===== src/rtl/swhost_pkg.sv =====
package swhost_pkg;
  typedef enum logic [1:0] {
    SEL_NONE = 2'b00,
    SEL_DATA = 2'b01,
    SEL_LOW  = 2'b10,
    SEL_HIGH = 2'b11
  } msel_e;

  typedef enum logic [1:0] {
    ST_IDLE,
    ST_WAIT,
    ST_DONE,
    ST_HOLD
  } hstate_e;

  typedef struct packed {
    logic  is_ctrl;
    logic  go_mem;
    msel_e sel;
    logic  we;
  } target_t;

  // control byte field positions
  localparam int CTL_SPLIT = 7;
  localparam int CTL_PMODE = 6;
  localparam int CTL_MS_HI = 4;
  localparam int CTL_MS_LO = 3;
  localparam int CTL_ST_HI = 1;
  localparam int CTL_ST_LO = 0;
  localparam logic [7:0] CTL_KEEP  = 8'hDB;
  localparam logic [7:0] HIGH_KEEP = 8'h05;
endpackage


===== src/rtl/swhost_decode.sv =====
module swhost_decode
  import swhost_pkg::*;
(
  input  logic       win,
  input  logic       is_wr,
  input  logic       split,
  input  logic [1:0] msel,
  output target_t    tgt
);
  msel_e sel;

  always_comb begin
    if (split) sel = is_wr ? SEL_LOW : SEL_DATA;
    else       sel = msel_e'(msel);
    tgt.is_ctrl = !win;
    tgt.sel     = sel;
    tgt.we      = is_wr;
    if (is_wr) tgt.go_mem = win && (sel == SEL_LOW || sel == SEL_HIGH);
    else       tgt.go_mem = win && (sel != SEL_NONE);
  end
endmodule


===== src/rtl/swhost_ctrl_reg.sv =====
module swhost_ctrl_reg #(
  parameter int         DATA_W = 8,
  parameter logic [DATA_W-1:0] KEEP = '1
) (
  input  logic              clk,
  input  logic              rst_n,
  input  logic              we,
  input  logic [DATA_W-1:0] d,
  output logic [DATA_W-1:0] q
);
  always_ff @(posedge clk) begin
    if (!rst_n)  q <= '0;
    else if (we) q <= d & KEEP;
  end
endmodule


===== src/rtl/swhost_seq.sv =====
module swhost_seq
  import swhost_pkg::*;
#(
  parameter int DATA_W = 8,
  parameter int CHAN_W = 5,
  parameter int STRM_W = 2
) (
  input  logic              clk,
  input  logic              rst_n,
  input  logic              host_rd,
  input  logic              host_wr,
  input  target_t           tgt,
  input  logic [CHAN_W-1:0] chan_in,
  input  logic [STRM_W-1:0] strm_in,
  input  logic [DATA_W-1:0] wdata_in,
  input  logic [DATA_W-1:0] ctrl_q,
  output logic              ctrl_we,
  output logic              idle,
  output logic              done,
  output logic [DATA_W-1:0] rdata,
  output logic              mem_req,
  input  logic              mem_gnt,
  output logic [1:0]        mem_sel,
  output logic [STRM_W-1:0] mem_stream,
  output logic [CHAN_W-1:0] mem_chan,
  output logic              mem_we,
  output logic [DATA_W-1:0] mem_wdata,
  input  logic [DATA_W-1:0] mem_rdata
);
  hstate_e st;
  msel_e   sel_q;
  logic    start;

  assign idle    = (st == ST_IDLE);
  assign start   = idle && (host_rd || host_wr);
  assign ctrl_we = start && tgt.is_ctrl && tgt.we;
  assign done    = (st == ST_DONE);
  assign mem_req = (st == ST_WAIT);
  assign mem_sel = sel_q;

  always_ff @(posedge clk) begin
    if (!rst_n) begin
      st         <= ST_IDLE;
      sel_q      <= SEL_NONE;
      mem_stream <= '0;
      mem_chan   <= '0;
      mem_we     <= 1'b0;
      mem_wdata  <= '0;
      rdata      <= '0;
    end else begin
      case (st)
        ST_IDLE: if (start) begin
          if (tgt.is_ctrl) begin
            if (!tgt.we) rdata <= ctrl_q;
            st <= ST_DONE;
          end else if (tgt.go_mem) begin
            sel_q      <= tgt.sel;
            mem_stream <= strm_in;
            mem_chan   <= chan_in;
            mem_we     <= tgt.we;
            mem_wdata  <= wdata_in;
            st         <= ST_WAIT;
          end else begin
            if (!tgt.we) rdata <= '0;
            st <= ST_DONE;
          end
        end
        ST_WAIT: if (mem_gnt) begin
          if (!mem_we)
            rdata <= (sel_q == SEL_HIGH) ? (mem_rdata & DATA_W'(HIGH_KEEP)) : mem_rdata;
          st <= ST_DONE;
        end
        ST_DONE: st <= ST_HOLD;
        default: if (!host_rd && !host_wr) st <= ST_IDLE;
      endcase
    end
  end
endmodule


===== src/rtl/swhost_port.sv =====
module swhost_port
  import swhost_pkg::*;
#(
  parameter int CHAN_W = 5,
  parameter int STRM_W = 2,
  parameter int DATA_W = 8,
  localparam int ADDR_W = CHAN_W + 1
) (
  input  logic              clk,
  input  logic              rst_n,
  input  logic [ADDR_W-1:0] host_addr,
  input  logic [DATA_W-1:0] host_wdata,
  input  logic              host_rd,
  input  logic              host_wr,
  output logic [DATA_W-1:0] host_rdata,
  output logic              host_done,
  output logic              proc_mode,
  output logic              mem_req,
  input  logic              mem_gnt,
  output logic [1:0]        mem_sel,
  output logic [STRM_W-1:0] mem_stream,
  output logic [CHAN_W-1:0] mem_chan,
  output logic              mem_we,
  output logic [DATA_W-1:0] mem_wdata,
  input  logic [DATA_W-1:0] mem_rdata
);
  logic [DATA_W-1:0] ctrl_q;
  logic              ctrl_we;
  logic              seq_idle;
  target_t           tgt;

  swhost_decode u_dec (
    .win   (host_addr[ADDR_W-1]),
    .is_wr (host_wr),
    .split (ctrl_q[CTL_SPLIT]),
    .msel  (ctrl_q[CTL_MS_HI:CTL_MS_LO]),
    .tgt   (tgt)
  );

  swhost_ctrl_reg #(.DATA_W(DATA_W), .KEEP(DATA_W'(CTL_KEEP))) u_ctl (
    .clk (clk),
    .rst_n (rst_n),
    .we  (ctrl_we),
    .d   (host_wdata),
    .q   (ctrl_q)
  );

  swhost_seq #(.DATA_W(DATA_W), .CHAN_W(CHAN_W), .STRM_W(STRM_W)) u_seq (
    .clk        (clk),
    .rst_n      (rst_n),
    .host_rd    (host_rd),
    .host_wr    (host_wr),
    .tgt        (tgt),
    .chan_in    (host_addr[CHAN_W-1:0]),
    .strm_in    (ctrl_q[CTL_ST_LO +: STRM_W]),
    .wdata_in   (host_wdata),
    .ctrl_q     (ctrl_q),
    .ctrl_we    (ctrl_we),
    .idle       (seq_idle),
    .done       (host_done),
    .rdata      (host_rdata),
    .mem_req    (mem_req),
    .mem_gnt    (mem_gnt),
    .mem_sel    (mem_sel),
    .mem_stream (mem_stream),
    .mem_chan   (mem_chan),
    .mem_we     (mem_we),
    .mem_wdata  (mem_wdata),
    .mem_rdata  (mem_rdata)
  );

  assign proc_mode = ctrl_q[CTL_PMODE];
endmodule


===== config.mk =====
export PLATFORM = sky130hd
export DESIGN_NAME = swhost_port
export DESIGN_NICKNAME = d
export VERILOG_FILES = /design/src/rtl/swhost_pkg.sv /design/src/rtl/swhost_decode.sv /design/src/rtl/swhost_ctrl_reg.sv /design/src/rtl/swhost_seq.sv /design/src/rtl/swhost_port.sv
export SDC_FILE = /design/constraint.sdc
export NUM_CORES = 1
export LEC_CHECK = 0
export BUFFER_PORTS_ARGS = -buffer_cell sky130_fd_sc_hd__buf_2
export CORE_AREA = 4 4 57 69
export DETAILED_ROUTE_END_ITERATION = 7
export DIE_AREA = 0 0 61 73
export PLACE_DENSITY_LB_ADDON = 0.25
export SLEW_MARGIN = 20
export SYNTH_ARGS = -nofsm -noshare
export SYNTH_HDL_FRONTEND = slang
export SYNTH_SLANG_ARGS = --single-unit

===== constraint.sdc =====
create_clock -name clk -period 2.09 [get_ports clk]
set_input_delay 0.209 -clock clk [delete_from_list [all_inputs] [get_ports clk]]
set_output_delay 0.209 -clock clk [all_outputs]
set_load 0.02 [all_outputs]

* Yosys cells after proc, flatten, opt, wreduce, memory -nomap -nowiden
Cells that the tools add are included.
** Operators by class
- Reduce and logical (&&, ||, !) cells :: 18
- Equality and inequality tests :: 11
- Multiplexer cells :: 18
** Operators with widths (number)
- 2-to-1 mux 8 bit :: 8
- one-hot mux 8 bit (2 select lines) :: 1
- 2-to-1 mux 2 bit :: 7
- != test 3 bit, second input constant :: 3
- == test 2 bit, second input constant :: 4
- AND reduction 7 bit :: 1
- logical AND 1 bit :: 6
- one-hot mux 2 bit (3 select lines) :: 1
- != test 2 bit, second input constant :: 2
- AND reduction 4 bit :: 1
- nonzero test 2 bit :: 2
- nonzero test 4 bit :: 1
- logical NOT 1 bit :: 3
- AND reduction 3 bit :: 1
- == test 2 x 1 -> 1 bit, second input constant :: 1
- logical NOT 2 bit :: 1
- logical OR 1 bit :: 2
- != test 2 x 1 -> 1 bit, second input constant :: 1
- 2-to-1 mux 1 bit :: 1
** Storage, ports and cells
- Output and inout bits :: 29
- Logic and storage cells :: 55
- Register bits after elaboration :: 34

* Logic depth before layout (Yosys ltp)
Gate-level depths: netlist (run 1).
- Depth after elaboration :: 10
- Gate-level depth with buffers :: 8
- Depth with buffers taken out :: 6

* Cells and area by module
Synthesis (run 1) repeated with hierarchy kept, for this count alone.
** Unflattened totals
- Cells, all modules :: 180
- Area total of the unflattened synthesis :: 1607.8 um2
** By module, submodules not included
- swhost_seq :: area each 1305.0 um2, sequential area each 560.5 um2, instances 1, cells an instance 150
- swhost_ctrl_reg :: area each 247.7 um2, sequential area each 120.1 um2, instances 1, cells an instance 22
- swhost_decode :: area each 55.1 um2, sequential area each 0.0 um2, instances 1, cells an instance 8

* Worst setup path after synthesis (run 1)
No wires, ideal clock.
- Path kind :: reg-to-reg
- Start :: reg u_seq.st[1]
- End :: reg u_seq.st[0]
- Stages on the path, launching flop included :: 7
- Arrival :: 1602 ps
- Path slack :: 373 ps
- Library setup time :: 115 ps
- Required time :: 1975 ps
- Path through :: dfxtp_1 > inv_1 > ha_1 > or2_1 > o311ai_2 > a21oi_1 > o21a_1
** Between the ends
- Elaborated cells between the ends (all ways) :: 9
** RTL lines
- start, declared :: RTL line swhost_seq.sv:30 : hstate_e st;
- start signal, assigned :: RTL line swhost_seq.sv:43 : st <= ST_IDLE;
- start signal, assigned :: RTL line swhost_seq.sv:55 : st <= ST_DONE;
- start signal, assigned :: RTL line swhost_seq.sv:62 : st <= ST_WAIT;
- == test 2 x 1 -> 1 bit (*)
- net mem_req :: RTL line swhost_port.sv:18 : output logic mem_req,
- nonzero test 4 bit (no line) or != test 2 x 1 -> 1 bit (tied branches)
- AND reduction 3 bit (no line)
The timed path passes the listed nets; every way through them passes the cells marked *.
A chain may end at the register's enable or synchronous reset.

* Final worst setup path (run 1)
- Start :: reg u_seq.st[0]
- End :: reg u_seq.st[0]
** Between the ends
- Cells in the longest elaborated chain, start to end :: 4
- Elaborated cells between the ends (all ways) :: 9
** Ends and longest elaborated chain
- logical NOT 2 bit :: RTL line swhost_seq.sv:34, swhost_seq.sv:51
- logical AND 1 bit :: RTL line swhost_seq.sv:35 : assign start = idle && (host_rd || host_wr);
- != test 2 bit (no line)
- AND reduction 3 bit (no line)
Several ways; a longest one is shown, not always the timed one.

==> results of run 1 <==
## layer usage
layer / vias up / GRT usage
met5: - / 0
met4: 0 / 0.0675
met3: 7 / 0.0584
met2: 41 / 0.285
met1: 604 / 0.208
li1: 670 / -
## area by class of cell
class	count	area, um2
fill	305	1320
multi-input combinational	114	822
sequential	34	681
timing repair buffer	58	310
clock buffer	6	72.6
tap	37	46.3
inverter	5	18.8
clock inverter	1	7.51
## report_power, final
group | internal [mW] | switching (mW) | total [mW]
Sequential | 0.719 | 0.0493 | 0.768
Clock | 0.228 | 0.225 | 0.452
Combinational | 0.276 | 0.381 | 0.657
## layout by cell type (no fill, tap or decap), types with 4 or more instances in the layout
cell      count
buf_2        55
dfxtp_1      34
mux2i_1      31
nor2_1       23
nand2_1       9
and3_1        6
nor3b_1       6
o21ai_0       6
clkbuf_8      5
inv_1         4
nand2b_1      4
a21oi_1       4
ha_1          4
## final timing paths
check                            to  cells past startpoint  slack (ps)      startpoint
setup / recovery        u_seq.st[0]                      6         240     u_seq.st[0]
hold / removal    u_seq.mem_chan[2]                      3         150    host_addr[2]
setup reg to reg        u_seq.st[0]                      6         240     u_seq.st[0]
hold reg to reg      u_seq.rdata[4]                      2         460  u_seq.rdata[4]
## tightest hold or removal path, stage by stage
cell     delay, ps
buf_2           70
mux2i_1         50
nor2_1          70
## stage by stage
| step | instances | hold WS [ps] | cell area [um2] | worst slack (ps) | utilization |
|---|---|---|---|---|---|
| 2_1_floorplan | 160 | 353 | 1570 | 373 | - |
| 3_3_place_gp | 248 | 441 | 1880 | 424 | 0.572 |
| 3_5_place_dp | 248 | 454 | 1880 | 251 | 0.572 |
| 4_1_cts | 255 | 158 | 1960 | 242 | 0.597 |
| 5_1_grt | 255 | 166 | 1960 | 114 | 0.597 |
| 6_report | 255 | 154 | 1960 | 239 | 0.597 |
## logic make-up (layout without fill, tap and decap cells)
| family | count (synthesis) | in the layout | synth area share |
|---|---|---|---|
| AOI/OAI and AO/OA | 21 | 21 | 0.102 |
| muxes | 31 | 31 | 0.198 |
| buffers and inverters | 12 | 70 | 0.0448 |
| adders and majority gates | 4 | 4 | 0.0320 |
| DFF | 34 | 34 | 0.435 |
| and+or+nand+nor | 58 | 58 | 0.189 |
## flip-flops by register name, summed over array words and instances (netlist names)
register and count:
u_seq.rdata 8, u_seq.st 2, u_seq.mem_we 1, u_ctl.q 6
u_seq.mem_sel 2, u_seq.mem_stream 2, u_seq.mem_wdata 8, u_seq.mem_chan 5
## Yosys cell counts (2+ instances only)
cell type	n	area (um2)
and3_1	6	37.5
nand2b_1	4	25.0
inv_1	4	15.0
ha_1	4	50.1
o21ai_0	6	30.0
clkbuf_1	4	15.0
nand3_1	2	10.0
nor2_1	23	86.3
a211oi_2	3	37.5
nor3b_1	6	45.0
a21oi_1	4	20.0
mux2i_1	31	310
nand2_1	9	33.8
nor2_2	2	12.5
dfxtp_1	34	681
==> out/metrics.csv, run 1 <==
stage;metric;value;unit
outcome;status;completed;
global_route;maximum number of pins on one net before global-route repair;24;
routing;met3 wire len;270;um
cells_and_area;layout cells sized above 1;0.330;
yosys;Synth Warn #;0;
yosys;Post-synth EDFFs;0;
global_route;GRT Total Usage;0.175;
cts;Post-CTS Resized;0;
worst_setup_path;delay-heaviest family, CP;compound AO/OA/AOI/OAI gates;
worst_setup_path;CP endpoint kind;register;
floorplanning;die extent in x;61;um
hold_path;worst hold path class;primary input to register;
worst_setup_path;CP max FO;6;
cts;CTS Buf Count;5;
yosys;Post-synth top flop;dfxtp_1;
sta;Least-Margin Pin Slew;433;ps
sta;Setup Viol. Count Final;0;
power_and_ir_drop;static leakage;0.920;nW
sta;RSZ-0062 raised after global routing;false;
sta;crit share post-route;0.886;
worst_setup_path;Critical Path Source Type;register;
cells_and_area;layout overhead on the synthesized area;25.1;%
cts;Worst-Skew Late Latency;290;ps
global_route;vias in the first global route;1294;
yosys;Syn Std Cell Area;1570;um2
floorplanning;Die Area;4450;um2
sta;Slew Limit Fails;0;
cts;clock sink count;34;
power_and_ir_drop;Peak VDD IR;856;uV
worst_setup_path;Worst path max stage delay;420;ps
placed_design;PortBufs;55;
routing;WL final;3.66;mm
power_and_ir_drop;Tot Pwr;1.88;mW
global_route;antenna violations before repair;0;
cts;post-CTS setup buffers;0;
yosys;Seq cells post-synth;34;
cts;# hold bufs at CTS;0;
floorplanning;initial core utilization;0.477;
global_route;grt ovf;0;
yosys;Avg Inst Size Synth;9.78;um2
floorplanning;core area;3280;um2
routing;Post-DRT Antenna Nets;0;
cts;CTS max path bufs;2;
routing;1st-pass router iterations;4;
routing;DR vias;1322;
yosys;Netlist cell types;33;
routing;Top Layer Used;met4;
routing;Iter 0 DRT Violations;54;
worst_setup_path;Crit path arrival time;2030;ps
sta;Post-Route Skew;8.38;ps
yosys;Post-synth ARST share;0;
worst_setup_path;crit path kind;register to register;
floorplanning;row count;23;
worst_setup_path;worst path cell trace;inv_1 > ha_1 > or2_1 > o311ai_2 > a21oi_1 > o21a_1;
sta;setup_tns;0;ps
cts;clock slew at reported path FFs;60;ps
global_route;global-route wire length before repair;5.80;mm
cts;Clk Tree Root Cell;clkbuf_8;
sta;Tmin final;1850;ps
routing;metal1 wirelength;1.54;mm
flow_run;number of max-cap violations;0;
yosys;Seq/Total Area, Yosys;0.435;
yosys;syn nets;191;
sta;Highest Clock Rate;540;MHz
placed_design;global placement routability congestion;0.773;
sta;Hold Violations, Final;0;
floorplanning;number of I/O pins;56;
yosys;Post-Syn Instances;160;
routing;met2 WL;1.78;mm
routing;DR WL/cell;14.3;um
worst_setup_path;crit path max-delay cell type;o311ai_2;
cts;CTS tree;done;
worst_setup_path;Req. time, crit path;2270;ps
cts;H-tree levels;2;
cells_and_area;NumNets Final;249;
floorplanning;Vert. Die Dim;73;um
cells_and_area;Antenna Cells;0;
routing;DRC;0;
sta;max_slew headroom;0.710;
worst_setup_path;Buf/Inv on CP;1;
routing;via/cell ratio;5.18;
power_and_ir_drop;PD cells;959;nW/um2
placed_design;post-DP HPWL;2.85;mm
No activity file was read; power rests on OpenSTA's default activity.
==> run 2, diff against run 1 <==
CORE_AREA = 4 4 65 61   (was 4 4 57 69)
DIE_AREA = 0 0 69 65   (was 0 0 61 73)
==> run 2 against run 1 <==
Maximum frequency increased by 4.1%. Utilization increased by 0.20 points. Cell area increased by 1.0%. Critical path type unchanged. Largest power group unchanged.
==> out/metrics.csv, run 2 (synthesized netlist as in run 1, its figures left out) <==
stage;metric;value;unit;change
outcome;status;completed;;unchanged
worst_setup_path;R2R depth;6;;unchanged
placed_design;PortBufs;55;;unchanged
global_route;vias in the first global route;1350;;was 1,294
power_and_ir_drop;Peak VDD IR;625;uV;was 856 uV
placed_design;global placement routability congestion;0.752;;was 0.773
sta;Hold Slack;164;ps;was 154 ps
cells_and_area;Antenna Cells;0;;unchanged
floorplanning;Vert. Die Dim;65;um;was 73 um
worst_setup_path;CP endpoint kind;register;;unchanged
floorplanning;row count;20;;was 23
routing;DR vias;1333;;was 1,322
worst_setup_path;Worst R2R End;u_seq.st[0];;unchanged
global_route;met3 Use GR;0.0667;;was 0.0584
cts;# hold bufs at CTS;0;;unchanged
hold_path;Worst Min Path Start;host_addr[2];;unchanged
power_and_ir_drop;static leakage;0.931;nW;was 0.920 nW
worst_setup_path;crit path kind;register to register;;unchanged
cells_and_area;final core occ;0.599;;was 0.597
routing;1st-pass router iterations;5;;was 4
sta;Setup Viol. Count Final;0;;unchanged
global_route;global-route wire length before repair;5.77;mm;was 5.80 mm
floorplanning;die extent in x;69;um;was 61 um
cts;Worst-Skew Late Latency;290;ps;about the same
worst_setup_path;Critical Path Source Type;register;;unchanged
power_and_ir_drop;PD cells;965;nW/um2;was 959 nW/um2
flow_run;number of max-cap violations;0;;unchanged
placed_design;Post-Place Cells;255;;was 248
routing;via/cell ratio;5.07;;was 5.18
worst_setup_path;Worst path max stage delay;390;ps;was 420 ps
sta;Tmin final;1780;ps;was 1850 ps
worst_setup_path;crit path max-delay cell type;dfxtp_1;;was o311ai_2
cts;post-CTS setup buffers;0;;unchanged
worst_setup_path;Req. time, crit path;2270;ps;about the same
cts;H-tree levels;2;;unchanged
worst_setup_path;RR Startpoint;u_seq.st[0];;unchanged
floorplanning;number of I/O pins;56;;unchanged
worst_setup_path;CP max FO;6;;unchanged
cts;CTS Buf Count;5;;unchanged
worst_setup_path;worst path cell trace;inv_1 > ha_1 > or2_1 > o311ai_2 > a21oi_1 > o21a_1;;unchanged
global_route;GRT Total Usage;0.160;;was 0.175
floorplanning;Die Area;4490;um2;was 4450 um2
routing;DR WL/cell;13.4;um;was 14.3 um
cts;clock slew at reported path FFs;60;ps;about the same
sta;setup_tns;0;ps;unchanged
routing;DRC;0;;unchanged
sta;Hold Violations, Final;0;;unchanged
cells_and_area;Finished Layout Cells;263;;was 255
cts;CTS max path bufs;2;;unchanged
cells_and_area;most frequent cells in the layout;buf_2 (55), dfxtp_1 (34), mux2i_1 (31), nor2_1 (23), nand2_1 (9);;unchanged
cells_and_area;Filler cells;317;;was 305
hold_path;Hold EP;u_seq.mem_chan[2];;unchanged
global_route;maximum number of pins on one net before global-route repair;28;;was 24
routing;Post-DRT Antenna Nets;0;;unchanged
cts;clock sink count;34;;unchanged
global_route;antenna violations before repair;0;;unchanged
sta;max_slew headroom;0.729;;was 0.710
cells_and_area;layout overhead on the synthesized area;26.4;%;was 25.1%
worst_setup_path;r2r setup slk;310;ps;was 240 ps
sta;crit share post-route;0.851;;was 0.886
cells_and_area;NumNets Final;249;;unchanged
sta;Post-Route Skew;3.09;ps;was 8.38 ps
routing;WL final;3.51;mm;was 3.66 mm
cts;CTS tree;done;;unchanged
sta;Least-Margin Pin Slew;405;ps;was 433 ps
cts;Post-CTS Resized;0;;unchanged
sta;Slew Limit Fails;0;;unchanged
floorplanning;core area;3300;um2;was 3280 um2
hold_path;Hold Crit Depth;3;;unchanged
cells_and_area;layout cells sized above 1;0.333;;was 0.330
global_route;grt ovf;0;;unchanged
sta;RSZ-0062 raised after global routing;false;;unchanged
global_route;met1 Use GR;0.156;;was 0.208
floorplanning;initial core utilization;0.474;;was 0.477
placed_design;post-DP HPWL;2.64;mm;was 2.85 mm
routing;Iter 0 DRT Violations;43;;was 54
cells_and_area;commonest non-fill, non-tap cell in the layout;buf_2;;unchanged
worst_setup_path;Crit path arrival time;1960;ps;was 2030 ps
global_route;M2 GR Usage;0.301;;was 0.285
cells_and_area;biggest regs;u_seq.mem_wdata (8), u_seq.rdata (8), u_ctl.q (6);;unchanged
sta;Highest Clock Rate;562;MHz;was 540 MHz
hold_path;worst hold path class;primary input to register;;unchanged
cts;Clk Tree Root Cell;clkbuf_8;;unchanged
global_route;busiest grt layer;met2;;unchanged
[run 2: changes by cell type in the layout (fill, tap and decap cells not counted)]
| cell | previous run | this run |
|---|---|---|
| clkinvlp_4 | 1 | 0 |
| clkinv_2 | 0 | 1 |
| clkbuf_8 | 5 | 6 |
[run 2: critical path: cells and delay by family (launching register included)]
kind | cells | cell delay [ps]
compound gates | 3 | 620
buf+inv | 1 | 100
flops | 1 | 390
fa+ha+maj | 1 | 270
simple gates | 1 | 290
[run 2: final cells by class]
| cell class | instances | area, um2 | area share |
|---|---|---|---|
| clock buffer | 7 | 86.3 | 0.0436 |
| inverter | 5 | 18.8 | 0.00949 |
| clock inverter | 1 | 5.00 | 0.00253 |
| timing repair buffer | 58 | 310 | 0.157 |
| sequential | 34 | 681 | 0.344 |
| multi-input combinational | 114 | 822 | 0.416 |
| tap | 44 | 55.1 | 0.0278 |
[run 2: worst max path at each step]
stage | startpoint | to | slack [ps] | cells past startpoint
CTS | u_seq.st[0] | u_seq.st[0] | 320 | 6
floorplan | u_seq.st[1] | u_seq.st[0] | 370 | 6
detailed placement | u_seq.st[0] | u_seq.st[0] | 330 | 6
global route | u_seq.st[0] | u_seq.st[0] | 140 | 6
global placement | u_seq.st[0] | u_seq.st[0] | 430 | 6
finish | u_seq.st[0] | u_seq.st[0] | 310 | 6
[run 2: through the flow]
stage / area, um2 / power (mW) / setup slack [ps]
floorplan: 1570 / 1.26 / 373
global placement: 1890 / 1.41 / 433
detailed placement: 1890 / 1.43 / 330
CTS: 1980 / 1.93 / 319
global route: 1980 / 2.03 / 145
finish: 1980 / 1.91 / 311
[run 2: per-layer routing]
layer | up-vias | share of wire
li1 | 672 | -
met1 | 627 | 0.43
met2 | 29 | 0.50
met3 | 5 | 0.055
met4 | 0 | 0.011
met5 | - | 0
[run 2: report_power, final]
group / internal (mW) / total, mW / leakage [nW] / switching, mW
Clock: 0.265 / 0.495 / 0.0482 / 0.230
Sequential: 0.719 / 0.771 / 0.276 / 0.0522
Combinational: 0.275 / 0.643 / 0.608 / 0.368
Total: 1.26 / 1.91 / 0.931 / 0.650
